==> src/rtl/lfrtc_pkg.sv <==
package lfrtc_pkg;
  // flag ordering
  localparam int EV_TICK = 0;
  localparam int EV_OVF  = 1;
  localparam int EV_CMP0 = 2;

  // word addresses
  localparam int A_START  = 0;
  localparam int A_HALT   = 1;
  localparam int A_ZERO   = 2;
  localparam int A_NEAR   = 3;
  localparam int A_INTSET = 4;
  localparam int A_INTCLR = 5;
  localparam int A_RTESET = 6;
  localparam int A_RTECLR = 7;
  localparam int A_FLAG0  = 8;
  localparam int A_COUNT  = 16;
  localparam int A_DIV    = 17;
  localparam int A_CMP0   = 20;

  typedef enum logic [1:0] {
    LD_NONE = 2'd0,
    LD_ZERO = 2'd1,
    LD_NEAR = 2'd2
  } load_e;
endpackage

==> src/rtl/lfrtc_prescale.sv <==
module lfrtc_prescale #(
  parameter int PSC_W = 12
) (
  input  logic             clk,
  input  logic             rst_n,
  input  logic             slow_tick,
  input  logic             start,
  input  logic             halt,
  input  logic             restart,
  input  logic             div_we,
  input  logic [PSC_W-1:0] div_wdata,
  output logic             running,
  output logic [PSC_W-1:0] div_val,
  output logic             inc
);
  logic [PSC_W-1:0] phase_q;
  logic             run_q;
  logic [PSC_W-1:0] div_q;
  logic             at_end;

  assign at_end  = (phase_q >= div_q);
  assign inc     = run_q && slow_tick && at_end && !restart;
  assign running = run_q;
  assign div_val = div_q;

  always_ff @(posedge clk or negedge rst_n) begin
    if (!rst_n) begin
      run_q <= 1'b0;
    end else if (start) begin
      run_q <= 1'b1;
    end else if (halt) begin
      run_q <= 1'b0;
    end
  end

  always_ff @(posedge clk or negedge rst_n) begin
    if (!rst_n) begin
      div_q <= '0;
    end else if (div_we && !run_q) begin
      div_q <= div_wdata;
    end
  end

  always_ff @(posedge clk or negedge rst_n) begin
    if (!rst_n) begin
      phase_q <= '0;
    end else if (restart) begin
      phase_q <= '0;
    end else if (run_q && slow_tick) begin
      phase_q <= at_end ? '0 : phase_q + 1'b1;
    end
  end
endmodule

==> src/rtl/lfrtc_counter.sv <==
module lfrtc_counter
  import lfrtc_pkg::*;
#(
  parameter int CNT_W = 24,
  parameter int N_CMP = 4,
  localparam int NEV  = 2 + N_CMP
) (
  input  logic                        clk,
  input  logic                        rst_n,
  input  logic                        inc,
  input  load_e                       load,
  input  logic [N_CMP-1:0]            cmp_we,
  input  logic [CNT_W-1:0]            cmp_wdata,
  output logic [CNT_W-1:0]            count,
  output logic [N_CMP-1:0][CNT_W-1:0] cmp_val,
  output logic [NEV-1:0]              ev
);
  localparam logic [CNT_W-1:0] NEAR_VAL = {CNT_W{1'b1}} << 4;
  localparam logic [CNT_W-1:0] MAX_VAL  = {CNT_W{1'b1}};

  logic [CNT_W-1:0] cnt_q;
  logic [CNT_W-1:0] cnt_next;

  assign cnt_next = cnt_q + 1'b1;
  assign count    = cnt_q;

  always_ff @(posedge clk or negedge rst_n) begin
    if (!rst_n) begin
      cnt_q <= '0;
    end else begin
      case (load)
        LD_ZERO: cnt_q <= '0;
        LD_NEAR: cnt_q <= NEAR_VAL;
        default: if (inc) cnt_q <= cnt_next;
      endcase
    end
  end

  assign ev[EV_TICK] = inc;
  assign ev[EV_OVF]  = inc && (cnt_q == MAX_VAL);

  for (genvar n = 0; n < N_CMP; n++) begin : g_cmp
    logic [CNT_W-1:0] cmp_q;
    always_ff @(posedge clk or negedge rst_n) begin
      if (!rst_n) begin
        cmp_q <= '0;
      end else if (cmp_we[n]) begin
        cmp_q <= cmp_wdata;
      end
    end
    assign cmp_val[n]      = cmp_q;
    assign ev[EV_CMP0 + n] = inc && (cnt_next == cmp_q);
  end
endmodule

==> src/rtl/lfrtc_events.sv <==
module lfrtc_events #(
  parameter int NEV = 6
) (
  input  logic           clk,
  input  logic           rst_n,
  input  logic [NEV-1:0] ev,
  input  logic [NEV-1:0] flag_clr,
  input  logic [NEV-1:0] int_set,
  input  logic [NEV-1:0] int_clr,
  input  logic [NEV-1:0] rte_set,
  input  logic [NEV-1:0] rte_clr,
  output logic [NEV-1:0] flags,
  output logic [NEV-1:0] int_en,
  output logic [NEV-1:0] rte_en,
  output logic [NEV-1:0] route,
  output logic           irq
);
  for (genvar k = 0; k < NEV; k++) begin : g_ev
    logic flag_q, ie_q, re_q, pulse_q;

    always_ff @(posedge clk or negedge rst_n) begin
      if (!rst_n) begin
        flag_q  <= 1'b0;
        ie_q    <= 1'b0;
        re_q    <= 1'b0;
        pulse_q <= 1'b0;
      end else begin
        flag_q  <= ev[k] | (flag_q & ~flag_clr[k]);
        ie_q    <= int_set[k] | (ie_q & ~int_clr[k]);
        re_q    <= rte_set[k] | (re_q & ~rte_clr[k]);
        pulse_q <= ev[k] & re_q;
      end
    end

    assign flags[k]  = flag_q;
    assign int_en[k] = ie_q;
    assign rte_en[k] = re_q;
    assign route[k]  = pulse_q;
  end

  assign irq = |(flags & int_en);
endmodule

==> src/rtl/lfrtc_top.sv <==
module lfrtc_top
  import lfrtc_pkg::*;
#(
  parameter int CNT_W  = 24,
  parameter int PSC_W  = 12,
  parameter int N_CMP  = 4,
  parameter int ADDR_W = 5,
  parameter int DATA_W = 32,
  localparam int NEV   = 2 + N_CMP
) (
  input  logic              clk,
  input  logic              rst_n,
  input  logic              slow_tick,
  input  logic              bus_we,
  input  logic [ADDR_W-1:0] bus_addr,
  input  logic [DATA_W-1:0] bus_wdata,
  output logic [DATA_W-1:0] bus_rdata,
  output logic [NEV-1:0]    evt_flags,
  output logic [NEV-1:0]    evt_route,
  output logic              irq
);
  function automatic logic hit(input logic [ADDR_W-1:0] a, input int target);
    return a == ADDR_W'(target);
  endfunction

  logic                        wr_start, wr_halt, ld_zero, ld_near, wr_div;
  logic                        run_q, inc_w;
  logic [PSC_W-1:0]            div_w;
  load_e                       load_w;
  logic [N_CMP-1:0]            cmp_we;
  logic [CNT_W-1:0]            count_w;
  logic [N_CMP-1:0][CNT_W-1:0] cmp_w;
  logic [NEV-1:0]              ev_w, flag_clr;
  logic [NEV-1:0]              int_set, int_clr, rte_set, rte_clr;
  logic [NEV-1:0]              int_en_w, rte_w;

  assign wr_start = bus_we && hit(bus_addr, A_START);
  assign wr_halt  = bus_we && hit(bus_addr, A_HALT);
  assign ld_zero  = bus_we && hit(bus_addr, A_ZERO);
  assign ld_near  = bus_we && hit(bus_addr, A_NEAR);
  assign wr_div   = bus_we && hit(bus_addr, A_DIV);
  assign load_w   = ld_zero ? LD_ZERO : (ld_near ? LD_NEAR : LD_NONE);

  assign int_set = (bus_we && hit(bus_addr, A_INTSET)) ? bus_wdata[NEV-1:0] : '0;
  assign int_clr = (bus_we && hit(bus_addr, A_INTCLR)) ? bus_wdata[NEV-1:0] : '0;
  assign rte_set = (bus_we && hit(bus_addr, A_RTESET)) ? bus_wdata[NEV-1:0] : '0;
  assign rte_clr = (bus_we && hit(bus_addr, A_RTECLR)) ? bus_wdata[NEV-1:0] : '0;

  for (genvar k = 0; k < NEV; k++) begin : g_fclr
    assign flag_clr[k] = bus_we && hit(bus_addr, A_FLAG0 + k) && (bus_wdata == '0);
  end

  for (genvar n = 0; n < N_CMP; n++) begin : g_cwe
    assign cmp_we[n] = bus_we && hit(bus_addr, A_CMP0 + n);
  end

  lfrtc_prescale #(.PSC_W(PSC_W)) u_psc (
    .clk       (clk),
    .rst_n     (rst_n),
    .slow_tick (slow_tick),
    .start     (wr_start),
    .halt      (wr_halt),
    .restart   (ld_zero | ld_near),
    .div_we    (wr_div),
    .div_wdata (bus_wdata[PSC_W-1:0]),
    .running   (run_q),
    .div_val   (div_w),
    .inc       (inc_w)
  );

  lfrtc_counter #(.CNT_W(CNT_W), .N_CMP(N_CMP)) u_cnt (
    .clk       (clk),
    .rst_n     (rst_n),
    .inc       (inc_w),
    .load      (load_w),
    .cmp_we    (cmp_we),
    .cmp_wdata (bus_wdata[CNT_W-1:0]),
    .count     (count_w),
    .cmp_val   (cmp_w),
    .ev        (ev_w)
  );

  lfrtc_events #(.NEV(NEV)) u_evt (
    .clk      (clk),
    .rst_n    (rst_n),
    .ev       (ev_w),
    .flag_clr (flag_clr),
    .int_set  (int_set),
    .int_clr  (int_clr),
    .rte_set  (rte_set),
    .rte_clr  (rte_clr),
    .flags    (evt_flags),
    .int_en   (int_en_w),
    .rte_en   (rte_w),
    .route    (evt_route),
    .irq      (irq)
  );

  always_comb begin
    bus_rdata = '0;
    if (hit(bus_addr, A_INTSET) || hit(bus_addr, A_INTCLR)) bus_rdata[NEV-1:0] = int_en_w;
    if (hit(bus_addr, A_RTESET) || hit(bus_addr, A_RTECLR)) bus_rdata[NEV-1:0] = rte_w;
    if (hit(bus_addr, A_COUNT)) bus_rdata[CNT_W-1:0] = count_w;
    if (hit(bus_addr, A_DIV))   bus_rdata[PSC_W-1:0] = div_w;
    for (int k = 0; k < NEV; k++) begin
      if (hit(bus_addr, A_FLAG0 + k)) bus_rdata[0] = evt_flags[k];
    end
    for (int n = 0; n < N_CMP; n++) begin
      if (hit(bus_addr, A_CMP0 + n)) bus_rdata[CNT_W-1:0] = cmp_w[n];
    end
  end
endmodule

==> config.mk <==
export PLATFORM = sky130hd
export DESIGN_NAME = lfrtc_top
export DESIGN_NICKNAME = d
export VERILOG_FILES = /design/src/rtl/lfrtc_pkg.sv /design/src/rtl/lfrtc_prescale.sv /design/src/rtl/lfrtc_counter.sv /design/src/rtl/lfrtc_events.sv /design/src/rtl/lfrtc_top.sv
export SDC_FILE = /design/constraint.sdc
export NUM_CORES = 1
export LEC_CHECK = 0
export ABC_AREA = 1
export BUFFER_PORTS_ARGS = -buffer_cell sky130_fd_sc_hd__buf_2
export CAP_MARGIN = 10
export CORE_UTILIZATION = 30
export CTS_CLUSTER_SIZE = 16
export DETAILED_ROUTE_END_ITERATION = 8
export GPL_TIMING_DRIVEN = 1
export PLACE_DENSITY = 0.47
export SLEW_MARGIN = 20
export SYNTH_ARGS = -nofsm -noshare
export SYNTH_HDL_FRONTEND = slang
export SYNTH_HIERARCHICAL = 1
export SYNTH_SLANG_ARGS = --single-unit
export TNS_END_PERCENT = 1
==> constraint.sdc <==
create_clock -name clk -period 3.1 [get_ports clk]
set_input_delay 0 -clock clk [delete_from_list [all_inputs] [get_ports clk]]
set_output_delay 0 -clock clk [all_outputs]
set_load 0.005 [all_outputs]
==> flow_summary_export.csv, run 1 <==
group,metric,value,unit
run_status,status,"finished clean",
timing,drv_slew,0,
cts,clock_latency,0.47,ns
global_routing,grt.overflow.total,0,
die,die_height,195,um
timing,maxSlewHeadroom,43.2,%
setup_path,worst_path_most_repeated_cell,"nor2_1",
setup_path,required,3.49,ns
final_layout,syn2layout_area_growth,15.3,%
die,ioPinCount,86,
cts,cts_setup_buffers,0,
placed_design,routabilityCongestion,0.917,
setup_path,r2r_slack,0.40,ns
pwr,irDropWorstVdd,0.391,mV
yosys,ys_ff_latch,169,
timing,period_needed,2.70,ns
routing,ant_nets,0,
yosys,ys_types,41,
cts,cts.root.buffer_cell,"clkbuf_16",
routing,firstDrtPassIters,5,
timing,worst_pin_slew,0.852,ns
final_layout,nets,1767,
final_layout,drive_gt1_share,13.4,%
final_layout,multiInputGateArea,5760,um^2
final_layout,final_cells,2191,
die,rows,70,
yosys,postSynthAreaPerCell,6.88,um^2
cts,clkTransAtPathRegs,0.07,ns
global_routing,grt_antenna_before_repair,0,
placed_design,port_buffers,77,
routing,wl_per_cell,19.4,um
pwr,p_per_area,683,nW/um^2
routing,drc,0,
setup_path,cpPeakStageDelay,0.36,ns
final_layout,num-fill-cells,4022,
cts,clock-sinks,169,
flow_run,max-cap-violations,0,
setup_path,cp.arrival,3.09,ns
final_layout,regArea,4230,um^2
cts,cts_tree,"done",
global_routing,grt_pass1_vias,10300,
cts,ctsHtreeMaxLevel,4,
die,die-area,38100,um^2
setup_path,crit_slowest_cell,"dfrtp_1",
timing,fin_skew,0.0128,ns
timing,fin_crit_sh,87.1,%
final_layout,num_antenna_cells,0,
global_routing,grt_max_degree,77,
routing,via_count,10900,
routing,first_iter_violations,994,
yosys,synth_warnings,6,
setup_path,worst_setup_path_end_kind,"register",
global_routing,grt_pass1_wl,63700,um
yosys,synth-async-reset-ratio,100,%
cts,clockBufferDepth,2,
cts,cts-buffers-inserted,17,
setup_path,cpLargestDelayFamily,"simple AND/OR/NAND/NOR gates",
setup_path,cp_max_fo,4,
die,start_util,30.6,%
die,coreArea,36600,um^2
routing,avgViaCountPerCell,4.99,
yosys,ys_seq_area_share,37.8,%
yosys,synthCells,1627,
placed_design,dp.cells,2131,
timing,hold_viol,0,
pwr,p_leak,6.43,nW
setup_path,cp_cell_sequence,"inv_1 > ha_1 > nand2_1 > nor2_1 > nand2_1 > nor2_1 > nand2_1 > nand2_1 > nand2_2 > nor2_4 > inv_1 > a21oi_1 > nand3_1 > nor2_1 > nand3_1 > nor2_1 > nand2_1 > nor2_1 > nand3_1 > nor2_1 > o21bai_1",
yosys,mappedNetlistArea,11200,um^2
yosys,synth_edf_count,0,
hold_path,min_path_type,"input port to register",
timing,fmax,370,MHz
setup_path,crit_buf_inv,2,
die,die_width,195,um
global_routing,grtUsageTotal,22.6,%
timing,setup-tns-final,0,ns
placed_design,hpwl,31500,um
timing,timing.hold.ws,0.0705,ns
setup_path,critical_path_class,"register to register",
routing,routed_wl,42400,um
timing,report.final.setup_viol,0,
final_layout,utilization,35.2,%
setup_path,crit_path_start_kind,"register",
yosys,synthFlopType,"dfrtp_1",
timing,rsz0062_at_grt,"false",
## cells in the final DEF (no fill, tap or decap), types with 4 or more instances in the layout
cell	n
nand2_1	516
inv_1	205
dfrtp_1	169
nor2_1	157
nand3_1	141
o21ai_0	100
buf_2	76
a21oi_1	40
dlygate4sd3_1	28
buf_4	25
nand4_1	24
nand2_2	21
o221ai_1	19
o21bai_1	19
clkbuf_16	17
ha_1	16
nor2_4	14
inv_2	13
mux2_2	13
nor3_1	12
xor2_1	9
a41oi_2	8
conb_1	8
nor2_2	7
nand3_2	7
nor4_1	6
inv_6	6
nand2_4	5
a221oi_1	4
a41oi_1	4
## final cells by class
type                       count  area share (%)
timing repair buffer         133            7.13
clock buffer                  17            3.30
multi-input combinational   1170            44.7
tap                          468            4.54
inverter                     219            6.38
clock inverter                15            1.21
sequential                   169            32.8
## what timing repair did
item,4_1_cts,5_1_grt
gates resized for setup,0,3
hold endpoints to repair,183,0
endpoints found under the setup margin,0,8
hold buffers,28,0
## stage by stage
step           power (mW)  area, um^2  worst slack (ns)
2_1_floorplan        5.37       11200             0.685
3_3_place_gp         6.54       12000             0.351
3_5_place_dp         6.55       12000             0.264
4_1_cts              8.83       12900             0.255
5_1_grt              9.41       12900            0.0307
6_report             8.81       12900             0.401
## layer usage
layer  wire [um]  global-route usage [%]
met3        1970                    3.61
met5           0                       0
met4         785                    6.15
met1       20100                    31.0
met2       19600                    36.7
## Yosys cell counts, types with 3 or more instances
cell type  count  area, um^2
nand2_1      516        1940
inv_1        205         769
dfrtp_1      169        4230
nor2_1       163         612
nand3_1      141         706
o21ai_0      100         500
a21oi_1       40         200
buf_4         35         263
clkbuf_1      26        97.6
nand4_1       24         150
nand2_2       21         131
o21bai_1      19         143
o221ai_1      19         166
ha_1          16         200
inv_2         13        48.8
mux2_2        13         146
buf_2         12        60.1
nor3_1        12        60.1
nor2_4         9         101
xor2_1         9        78.8
a41oi_2        8         130
nand3_2        7        70.1
nor2_2         6        37.5
nor4_1         6        37.5
nand2_4        5        56.3
a221oi_1       4        35.0
a41oi_1        4        35.0
and2_1         3        18.8
o21ai_1        3        15.0
o22ai_1        3        18.8
## power by group
| group | leakage, nW | switching [mW] | internal, mW |
|---|---|---|---|
| clock network | 0.278 | 1.09 | 1.14 |
| registers | 1.94 | 0.638 | 2.74 |
| logic | 4.21 | 2.19 | 1.02 |
## final timing paths
check,start,end,depth (start not counted)
worst max-delay path,u_psc/div_val[11]$_DFFE_PN0P_,u_evt/g_ev[2].flag_q$_DFF_PN0_,21
worst min-delay path,bus_addr[3],u_evt/g_ev[0].flag_q$_DFF_PN0_,6
worst max register to register,u_psc/div_val[11]$_DFFE_PN0P_,u_evt/g_ev[2].flag_q$_DFF_PN0_,21
worst min register to register,u_evt/g_ev[3].re_q$_DFF_PN0_,u_evt/g_ev[3].pulse_q$_DFF_PN0_,2
max in group asynchronous,rst_n,u_cnt/g_cmp[3].cmp_q[18]$_DFFE_PN0P_,3
min in group asynchronous,rst_n,u_evt/g_ev[1].pulse_q$_DFF_PN0_,2
## kinds of logic after synthesis
family | share of synthesized area (%)
flip-flops | 37.8
AO/OA/AOI/OAI | 11.5
buffers and inverters | 11.3
AND/OR/NAND/NOR | 35.6
XOR/XNOR | 0.705
multiplexers | 1.31
adder cells (fa/ha/maj) | 1.79
other | 0.0335
## flip-flops by register name, indices dropped and copies added (netlist names)
name	cells
u_evt/g_ev.ie_q	6
u_evt/g_ev.flag_q	6
u_evt/g_ev.re_q	6
u_cnt/count	24
u_psc/div_val	12
u_psc/running	1
u_psc/phase_q	12
u_evt/g_ev.pulse_q	6
u_cnt/g_cmp.cmp_q	96
## worst register-to-register path: stages, from the launching register on
cell      delay [ns]
dfrtp_1         0.36
inv_1           0.07
ha_1            0.30
nand2_1         0.08
nor2_1          0.14
nand2_1         0.09
nor2_1          0.09
nand2_1         0.07
nand2_1         0.09
nand2_2         0.10
nor2_4          0.14
inv_1           0.07
a21oi_1         0.11
nand3_1         0.07
nor2_1          0.10
nand3_1         0.08
nor2_1          0.08
nand2_1         0.06
nor2_1          0.18
nand3_1         0.09
nor2_1          0.15
o21bai_1        0.12
(Power assumes the default switching activity.)
==> inputs of run 2 (changes only) <==
--- a/config.mk
+++ b/config.mk
@@ -5,7 +5,7 @@
 export SDC_FILE = /design/constraint.sdc
 export NUM_CORES = 1
 export LEC_CHECK = 0
-export ABC_AREA = 1
+export ABC_AREA = 0
 export BUFFER_PORTS_ARGS = -buffer_cell sky130_fd_sc_hd__buf_2
 export CAP_MARGIN = 10
 export CORE_UTILIZATION = 30
==> flow_summary_export.csv, run 2 <==
group,metric,value,unit
yosys,synthFlopType,"dfrtp_1",
pwr,seqPwrFrac,42.4,%
die,coreArea,37800,um^2
die,die-area,39300,um^2
hold_path,min_path_type,"input port to register",
cts,cts.root.buffer_cell,"clkbuf_16",
setup_path,reg2regPathDepth,15,
setup_path,crit_slowest_cell,"dfrtp_1",
placed_design,hpwl,33600,um
flow_run,max-cap-violations,0,
cts,clock_latency,0.47,ns
setup_path,crit_path_start_kind,"register",
placed_design,dpl-instance-area,13300,um^2
timing,drv_slew,0,
die,start_util,30.6,%
global_routing,grt_max_degree,58,
final_layout,final_common_cell,"dfrtp_1",
final_layout,fin_area,14400,um^2
yosys,post-synth-top-count-cell,"dfrtp_1",
setup_path,cpPeakStageDelay,0.43,ns
pwr,p_sw,2.58,mW
timing,timing.hold.ws,0.0334,ns
setup_path,worst_path_most_repeated_cell,"buf_4",
pwr,internal-power,4.61,mW
yosys,synth_warnings,6,
setup_path,cpLargestDelayFamily,"simple AND/OR/NAND/NOR gates",
global_routing,grtUsageTotal,23.1,%
yosys,yosysTopAreaCell,"dfrtp_1",
yosys,postSynthAreaPerCell,9.32,um^2
setup_path,cp.arrival,3.63,ns
yosys,synth.area.top_cells,"dfrtp_1, mux2_2, xnor2_1",
timing,report.final.setup_viol,7,
routing,avgViaCountPerCell,5.41,
final_layout,num_antenna_cells,0,
hold_path,hp-start,"bus_wdata[0]",
routing,wl_per_cell,22.9,um
setup_path,critPathLaunch,"u_psc/phase_q[4]$_DFFE_PN0P_",
routing,via_count,10500,
setup_path,cp_cell_sequence,"ha_4 > nand2_4 > nor3_4 > a32oi_4 > a21oi_4 > nor2b_4 > nand3_2 > a311oi_2 > o311ai_2 > nor3_2 > buf_4 > nand4b_1 > nor4_2 > buf_4 > and2_4",
routing,ant_nets,0,
placed_design,routabilityCongestion,1.00,
cts,clockBufferDepth,2,
pwr,irDropWorstVdd,0.262,mV
timing,fin_crit_sh,104,%
yosys,ys_seq_area_share,36.6,%
timing,period_needed,3.22,ns
yosys,synthCells,1239,
pwr,power_frac_comb,28.0,%
routing,routed_wl,44500,um
global_routing,grt_pass1_vias,10400,
global_routing,grt.overflow.total,0,
run_status,violations,"setup timing",
setup_path,critical_path_class,"register to register",
pwr,p_per_area,500,nW/um^2
global_routing,grt_pass1_wl,66700,um
yosys,ys_ff_latch,169,
routing,first_iter_violations,896,
cts,cts-buffers-inserted,17,
die,rows,71,
die,ioPinCount,86,
final_layout,drive_gt1_share,31.0,%
final_layout,nets,1478,
hold_path,whs_path_depth,2,
routing,drc,0,
timing,worst_pin_slew,0.882,ns
yosys,ys_types,83,
setup_path,required,3.50,ns
routing,firstDrtPassIters,6,
final_layout,final_cell_mix,"dfrtp_1, buf_4, mux2_2",
cts,clkTransAtPathRegs,0.08,ns
timing,rsz0062_at_grt,"true",
placed_design,port_buffers,77,
final_layout,syn2layout_area_growth,24.5,%
cts,clock-sinks,169,
die,die_width,198,um
pwr,p_clk_share,29.6,%
timing,hold_viol,0,
cts,cts_tree,"done",
timing,fmax,310,MHz
timing,fin_skew,0.0105,ns
global_routing,grt_antenna_before_repair,0,
die,die_height,198,um
setup_path,r2r_slack,-0.12,ns
yosys,synth_edf_count,0,
setup_path,crit_cells,15,
yosys,synth_commonest_cells,"dfrtp_1, mux2_2, nand2_1",
yosys,synth-async-reset-ratio,100,%
setup_path,r2r-start,"u_psc/phase_q[4]$_DFFE_PN0P_",
final_layout,regMostFlops,"u_cnt/g_cmp.cmp_q",
final_layout,num-fill-cells,3864,
pwr,p_sw_share,35.9,%
yosys,mappedNetlistArea,11500,um^2
setup_path,cp_max_fo,5,
setup_path,worst_setup_path_end_kind,"register",
timing,maxSlewHeadroom,40.7,%
yosys,synth_top_area_share,36.6,%
setup_path,crit_buf_inv,2,
run_status,status,"finished, violations left",
final_layout,largest_reg_flops,96,
cts,ctsHtreeMaxLevel,4,
pwr,p_leak,6.09,nW
timing,setup_slack,-0.123,ns
-- run 2: cell count changes after synthesis, sizes merged, moves of 39 or more --
cell,delta
nand2,-459
nand3,-105
xnor2,+68
and2,+39
a22oi,+39
inv,-171
mux2,+87
nor2,-117
-- run 2: final cells by class --
type | count | area, um^2 | area share (%)
Clock inverter | 15 | 134 | 0.931
Multi-Input combinational cell | 920 | 6850 | 47.6
Inverter | 47 | 176 | 1.23
Sequential cell | 169 | 4230 | 29.4
Tap cell | 511 | 639 | 4.45
Timing Repair Buffer | 266 | 1920 | 13.4
Clock buffer | 17 | 425 | 2.96
-- run 2: final timing paths --
| path | end |
|---|---|
| hold reg to reg | u_evt/g_ev[0].re_q$_DFF_PN0_ |
| min in group asynchronous | u_psc/phase_q[0]$_DFFE_PN0P_ |
| max in group asynchronous | u_cnt/g_cmp[2].cmp_q[18]$_DFFE_PN0P_ |
| setup reg to reg | u_evt/g_ev[3].pulse_q$_DFF_PN0_ |
| hold / removal | u_cnt/g_cmp[3].cmp_q[0]$_DFFE_PN0P_ |
| setup / recovery | u_evt/g_ev[3].pulse_q$_DFF_PN0_ |
-- run 2: kinds of logic (layout without fill, tap and decap cells) --
family	after synthesis	in the layout	synth area share [%]
muxes	106	106	10.3
DFF	169	169	36.6
adders and majority gates	16	16	1.73
other	1	8	0.0325
AOI/OAI and AO/OA	280	280	16.7
buffers and inverters	157	345	6.64
and+or+nand+nor	394	394	19.0
xor gates and xnor gates	116	116	9.05
-- run 2: power by group through the flow --
stage	Clock (mW)	Combinational, mW	Sequential (mW)
2_1_floorplan	0	1.15	2.90
3_3_place_gp	0	1.83	3.07
3_5_place_dp	0	1.83	3.08
4_1_cts	2.18	1.91	3.04
5_1_grt	2.26	2.16	3.10
6_report	2.13	2.01	3.05
-- run 2: per-stage QoR --
step           utilization [%]  instances  total power [mW]  TNS [ns]  setup slack, ns
2_1_floorplan                -       1246              4.05         0           0.0324
4_1_cts                   37.6       1943              7.12    -0.766           -0.176
6_report                  38.1       1945              7.19    -0.549           -0.123
5_1_grt                   38.1       1945              7.53     -1.81           -0.325
3_5_place_dp              35.1       1883              4.91     -2.47           -0.501
3_3_place_gp              35.1       1883              4.90     -1.60           -0.389
-- run 2: per-layer routing --
metal,GRT usage [%],vias to the layer above,part of all wire (%)
met5,0,-,0
met4,6.52,0,1.9
met3,3.88,53,5.5
met2,36.8,348,47
met1,31.9,5302,46
li1,-,4829,-
-- run 2: what timing repair did --
action,4_1_cts,5_1_grt
setup endpoints to repair,8,15
hold buffers,24,0
cloned,0,0
gates resized for setup,25,32
buffers inserted,4,2
hold endpoints to repair,153,0
pin swaps,16,20
-- run 2: worst register-to-register path: cells and delay by family, from the launching register on --
family,cells,cell delay [ns]
and+or+nand+nor,8,1.41
AOI/OAI and AO/OA,4,0.73
adders and majority gates,1,0.30
DFF,1,0.43
buffers and inverters,2,0.32
